<file path="src/rtl/eprom_pkg.sv">
package eprom_pkg;

    localparam logic [7:0] MFG_ID = 8'h8F;
    localparam logic [7:0] DEV_ID = 8'h85;
    localparam logic [7:0] BLANK  = 8'hFF;

    typedef enum logic [2:0] {
        MD_STANDBY,
        MD_OUT_OFF,
        MD_READ,
        MD_VERIFY,
        MD_ID_READ,
        MD_PROGRAM,
        MD_INHIBIT,
        MD_BUSY
    } mode_e;

    typedef enum logic [2:0] {
        P_IDLE,
        P_ARMED,
        P_PULSE,
        P_WRITE,
        P_BLOCKED
    } pulse_st_e;

    typedef enum logic {
        E_IDLE,
        E_SWEEP
    } erase_st_e;

endpackage

</file>
<file path="src/rtl/eprom_pulse_fsm.sv">
module eprom_pulse_fsm
    import eprom_pkg::*;
#(
    parameter int AW     = 6,
    parameter int PW_MIN = 95,
    parameter int PW_MAX = 105
) (
    input  logic          clk,
    input  logic          rst_n,
    input  logic          prog_ok,
    input  logic          ce_n,
    input  logic [AW-1:0] addr_in,
    input  logic [7:0]    data_in,
    output logic          wr_en,
    output logic [AW-1:0] wr_addr,
    output logic [7:0]    wr_data
);

    localparam int CW = $clog2(PW_MAX + 1);
    localparam logic [CW-1:0] MIN_C = CW'(PW_MIN);
    localparam logic [CW-1:0] MAX_C = CW'(PW_MAX);
    localparam logic [CW-1:0] ONE_C = CW'(1);

    pulse_st_e state, state_nx;
    logic [CW-1:0] width_q;
    logic [AW-1:0] addr_q;
    logic [7:0]    data_q;

    // state register
    always_ff @(posedge clk or negedge rst_n) begin
        if (!rst_n)
            state <= P_IDLE;
        else
            state <= state_nx;
    end

    // transitions
    always_comb begin
        state_nx = state;
        unique case (state)
            P_IDLE: begin
                if (prog_ok)
                    state_nx = ce_n ? P_ARMED : P_BLOCKED;     // enter_prog / dc_low
            end
            P_ARMED: begin
                if (!prog_ok)
                    state_nx = P_IDLE;                         // abort
                else if (!ce_n)
                    state_nx = P_PULSE;                        // fall
            end
            P_PULSE: begin
                if (!prog_ok)
                    state_nx = P_IDLE;                         // abort
                else if (!ce_n) begin
                    if (width_q >= MAX_C)
                        state_nx = P_BLOCKED;                  // overlong
                end else if (width_q >= MIN_C)
                    state_nx = P_WRITE;                        // accept
                else
                    state_nx = P_ARMED;                        // short
            end
            P_WRITE: begin
                state_nx = P_ARMED;                            // commit
            end
            P_BLOCKED: begin
                if (!prog_ok)
                    state_nx = P_IDLE;                         // abort
                else if (ce_n)
                    state_nx = P_ARMED;                        // release
            end
            default: state_nx = P_IDLE;
        endcase
    end

    // width counter and capture
    always_ff @(posedge clk or negedge rst_n) begin
        if (!rst_n) begin
            width_q <= '0;
            addr_q  <= '0;
            data_q  <= '0;
        end else if (state == P_ARMED && state_nx == P_PULSE) begin
            width_q <= ONE_C;
            addr_q  <= addr_in;
            data_q  <= data_in;
        end else if (state == P_PULSE && !ce_n && width_q < MAX_C) begin
            width_q <= width_q + ONE_C;
        end
    end

    // outputs
    always_comb begin
        wr_en   = (state == P_WRITE);
        wr_addr = addr_q;
        wr_data = data_q;
    end

endmodule

</file>
<file path="config.mk">
export PLATFORM = sky130hd
export DESIGN_NAME = eprom_pulse_fsm
export DESIGN_NICKNAME = d
export VERILOG_FILES = /design/src/rtl/eprom_pkg.sv /design/src/rtl/eprom_pulse_fsm.sv
export SDC_FILE = /design/constraint.sdc
export NUM_CORES = 1
export LEC_CHECK = 0
export ABC_AREA = 1
export BUFFER_PORTS_ARGS = -buffer_cell sky130_fd_sc_hd__buf_4
export CAP_MARGIN = 20
export CORE_UTILIZATION = 45
export CTS_BUF_LIST = sky130_fd_sc_hd__clkbuf_4 sky130_fd_sc_hd__clkbuf_8
export CTS_CLUSTER_DIAMETER = 120
export DETAILED_ROUTE_END_ITERATION = 10
export PLACE_DENSITY = 0.74
export SYNTH_ARGS = -nofsm -noshare
export SYNTH_HDL_FRONTEND = slang
export SYNTH_SLANG_ARGS = --single-unit
</file>
<file path="constraint.sdc">
create_clock -name clk -period 1.4 [get_ports clk]
set_input_delay 0.07 -clock clk [delete_from_list [all_inputs] [get_ports clk]]
set_output_delay 0.07 -clock clk [all_outputs]
set_load 0.005 [all_outputs]
</file>
Word level (Yosys, flattened, before mapping)
Index checks and enable logic that the tools add are counted.
Word-level totals
  bits in registers: 24
  output and inout port bits: 15
  logic and storage cells: 32
Operators by class
  add/subtract/negate cells: 1
  order comparisons: 3
  equality and inequality tests: 5
  mux-type cells: 13
  reductions and logical operators: 6
Operators by type and width (count)
  $mux 3: 9
  $pmux 3 s5: 1
  $ge 7x7->1 const B: 2
  $mux 7: 2
  $eq 3x2->1 const B: 3
  $add 7x1->7 const B: 1
  $lt 7x7->1 const B: 1
  $eq 3x1->1 const B: 1
  $eq 3x3->1 const B: 1
  $logic_and 1x1->1: 3
  $logic_not 3->1: 1
  $mux 2: 1
  $reduce_bool 2->1: 1
  $logic_not 1->1: 1

Logic depth before layout (Yosys ltp)
  depth in word-level cells: 8
  depth in mapped cells: 9
  depth with buffers taken out: 9

Worst setup path after synthesis
Ideal clock, no wire load.
  path type: register to register
  start: register width_q[0]
  end: register state[1]
  library setup time: 0.117 ns
  data arrival time: 1.076 ns
  required time: 1.283 ns
  slack: 0.207 ns
  stages on the path, launching flop included: 8
  buffers on the path: 0
  cell sequence: dfrtp_1 -> ha_1 -> nand4_1 -> nand2_1 -> o21ai_0 -> nand2_1 -> nand2_1 -> nand2_1
Between the ends
  cells in the longest elaborated chain, start to end: 5
  elaborated cells between the ends (all ways): 7
  classes of those cells: 2 x order compare; 5 x mux
RTL lines
  from (decl): line eprom_pulse_fsm.sv:25  | logic [CW-1:0] width_q;
  from (signal assigned): line eprom_pulse_fsm.sv:86  | width_q <= width_q + ONE_C;
  $ge 7x7->1, on equally long branches: line eprom_pulse_fsm.sv:55, eprom_pulse_fsm.sv:57
  $mux 3 or $mux 2 (tied branches): line eprom_pulse_fsm.sv:55, eprom_pulse_fsm.sv:57
  $mux 3 *: line eprom_pulse_fsm.sv:54  | else if (!ce_n) begin
  $mux 3 *: line eprom_pulse_fsm.sv:52  | if (!prog_ok)
  $pmux 3 s5 *: line eprom_pulse_fsm.sv:40  | unique case (state)
  net state_nx[1]: line eprom_pulse_fsm.sv:24  | pulse_st_e state, state_nx;
  to (signal assigned): line eprom_pulse_fsm.sv:34  | state <= state_nx;
  to (decl): line eprom_pulse_fsm.sv:24
The timed path passes the listed nets; every way through them passes the cells marked *.
A chain may end at the register's enable or synchronous reset.

Final worst setup path
  start: register state[2]
  end: register width_q[2]
Between the ends
  cells in the longest elaborated chain, start to end: 7
  elaborated cells between the ends (all ways): 20
  classes of those cells: 5 x eq/ne; 10 x mux; 5 x reduce/logical
RTL lines
  $mux 3: line eprom_pulse_fsm.sv:55  | if (width_q >= MAX_C)
  $mux 3: line eprom_pulse_fsm.sv:54
  $mux 3: line eprom_pulse_fsm.sv:52
  $pmux 3 s5: line eprom_pulse_fsm.sv:40
  $eq 3x2->1: line eprom_pulse_fsm.sv:81  | end else if (state == P_ARMED && state_nx == P_PULSE) begin
  $logic_and 1x1->1: line eprom_pulse_fsm.sv:81
  $mux 7 or $reduce_bool 2->1 (tied branches)
Parallel ways exist; a longest one is shown, timed or not.

==> run metrics <==
Comb pwr share=38.0%; Layout area overhead=39.0%; RSZ-0062 raised after global routing=no; vias per std cell=4.80; Synth top area share=48.6%; Finished Core Util=67.5%; CORE AREA=0.00254 sq mm; die area=0.00296 sq mm; CTS Buf Count=3; P_sw=0.000993 W; DRC marker count from the first detailed-route iteration=29; final WL=2.69 mm; Die Y=54.4 um; Initial Util=48.5%; Mapped Cells=153; Routed Antenna Nets=0; Setup crit start kind=flip-flop; Final Setup Violations=0; final slew viol count=0; final setup TNS=0 ns; Max VDD drop=1.07 mV; Crit Path Category=flip-flop to flip-flop; # rows=18; top cells by area, synth=dfrtp_1 49%, nand2_1 20%, inv_1 3.6%, nor2_1 3.0%, nand3_1 2.8%; # DRC=0; RePlAce Congestion=0.773; CTS tree=yes; clock tree sinks=24; CTS H-tree lvls=1; post-route cell area=0.00172 sq mm; Max-Cap Viols=0; Final Critical Period=1.28 ns; Fin. Hold Viols=0; aggregate global-route resource usage=20.6%; sequential share of the synthesized area=48.6%; clock power share=17.6%; 1st-pass router iterations=4; pwr dens=1640 mW/mm^2; initial antenna violation count=0; post-synthesis register bit count=24; Layout Nets=223; number of global-route vias before repair=1011; Port-buffer cells=32; wire length per cell=11.6 um; ant diodes=0; clk slew on worst S/H paths=0.14 ns; IO Count=33; crit end category=flip-flop; largest net degree at the start of global routing=25; clk buf depth=2; Max-slew headroom=79.7%; Ys Warns=0; layout cell share with drive strength beyond 1=28.7%; CP required=1.65 ns; first-pass GRT wire length=4.31 mm; gr ovfl total=0; Syn Nets=173; placed wire-length estimate=1.84 mm; Crit path arrival time=1.53 ns; Flop pwr share=44.4%; status=completed; Avg Cell Area, Syn=8.07 sq um; Sw Share=35.3%; Cell Area, Synth=0.00123 sq mm; placed cell areas=0.00150 sq mm; Max Freq=780 MHz; Skew-Pair Late Insertion Delay=0.31 ns; Yosys top cell by area=dfrtp_1; Int Pwr=0.00182 W; total number of vias=1114; hold crit path type=input port to flip-flop; Die W=54.4 um; CP Max Fanout=19; Distinct cells, synth=24; root buf cell=clkbuf_4; Worst-Margin Slew=0.305 ns; period utilization=91.6%; Lkg Pwr=0.901 nW; Clock Skew=0.0102 ns
==> logic make-up (layout without fill, tap and decap cells) <==
kind of cell / count (synthesis) / after routing / share of synthesized area [%]
AO/OA/AOI/OAI: 9 / 9 / 4.56
XOR/XNOR: 2 / 2 / 1.42
adder cells (fa/ha/maj): 2 / 2 / 2.03
buffers and inverters: 19 / 68 / 7.90
flip-flops: 24 / 24 / 48.6
AND/OR/NAND/NOR: 97 / 97 / 35.5
==> routing by layer <==
layer,global-route usage [%],part of all wire [%],vias up
met5,0,0,-
met4,3.85,0,0
met3,3.33,3.2,0
met2,38.8,53,21
met1,24.6,43,520
li1,-,-,573
==> area by class of cell <==
cell class / count / area, sq um
clock buffer: 3 / 22.5
clock inverter: 1 / 30.0
fill: 205 / 828
inverter: 16 / 62.6
multi-input combinational: 110 / 552
sequential: 24 / 602
tap: 30 / 37.5
timing repair buffer: 48 / 410
==> state kept, by name (all words and copies together), names as in the netlist <==
signal and flops:
wr_data 8, width_q 7, wr_addr 6, state 3
==> per-stage QoR <==
step                      instances  setup slack, ns  hold slack, ns  power (W)
after detailed placement        213           0.0412         -0.0123    0.00226
after CTS                       232          0.00865          0.0682    0.00279
after global placement          213           0.0808         -0.0146    0.00223
after global routing            232         0.000196          0.0761    0.00305
after floorplan                 153            0.207          -0.226    0.00178
final                           232            0.118          0.0753    0.00281
==> layout by cell type (no fill, tap or decap), types with 2 or more instances in the layout <==
cell type and instances:
nand2_1 65, buf_4 32, dfrtp_1 23, dlygate4sd3_1 15, inv_1 10, nor2_1 9, nand3_1 7, inv_2 5
nand4_1 4, nor2_2 3, nand3_2 3, clkbuf_4 3, a21oi_1 2, o21ai_1 2, xor2_1 2, o21ai_2 2
==> worst paths after layout <==
check	from	endpoint	slack [ns]	cells after the start
worst max register to register	state[2]$_DFF_PN0_	width_q[2]$_DFFE_PN0P_	0.12	7
worst min-delay path	ce_n	width_q[6]$_DFFE_PN0P_	0.08	4
min in group asynchronous	rst_n	width_q[5]$_DFFE_PN0P_	0.17	2
worst min register to register	wr_addr[2]$_DFFE_PN0P_	wr_addr[2]$_DFFE_PN0P_	0.50	2
worst max-delay path	state[2]$_DFF_PN0_	width_q[2]$_DFFE_PN0P_	0.12	7
max in group asynchronous	rst_n	width_q[0]$_DFFE_PN0P_	0.97	2
==> what timing repair did <==
item | CTS | global route
setup endpoints to repair | 0 | 10
hold endpoints to repair | 38 | 0
buffers inserted | 0 | 0
resized for setup | 0 | 9
hold buffers | 15 | 0
==> power groups by stage <==
stage          Sequential [W]  Clock, W  Combinational, W
3_3_place_gp          0.00124         0          0.000989
5_1_grt               0.00130  0.000533           0.00122
2_1_floorplan         0.00122         0          0.000561
3_5_place_dp          0.00125         0           0.00101
4_1_cts               0.00124  0.000506           0.00105
6_report              0.00125  0.000496           0.00107
==> worst max-delay path, stage by stage (launching register included) <==
cell     delay [ns]
dfrtp_1        0.42
inv_1          0.12
nand3_2        0.11
nor2_4         0.16
inv_4          0.12
nand2_4        0.14
nand2_1        0.08
o21ai_2        0.05
==> cell usage after synthesis (all sizes together) <==
| master | number |
|---|---|
| nand2 | 67 |
| dfrtp | 24 |
| inv | 16 |
| nor2 | 13 |
| nand3 | 11 |
| o21ai | 5 |
| nand4 | 4 |
| buf | 3 |
| a21oi | 2 |
| ha | 2 |
| xor2 | 2 |
| nor3 | 1 |
| nor3b | 1 |
| o211ai | 1 |
| o22ai | 1 |
Note: power is estimated with default switching activity, not from simulation.
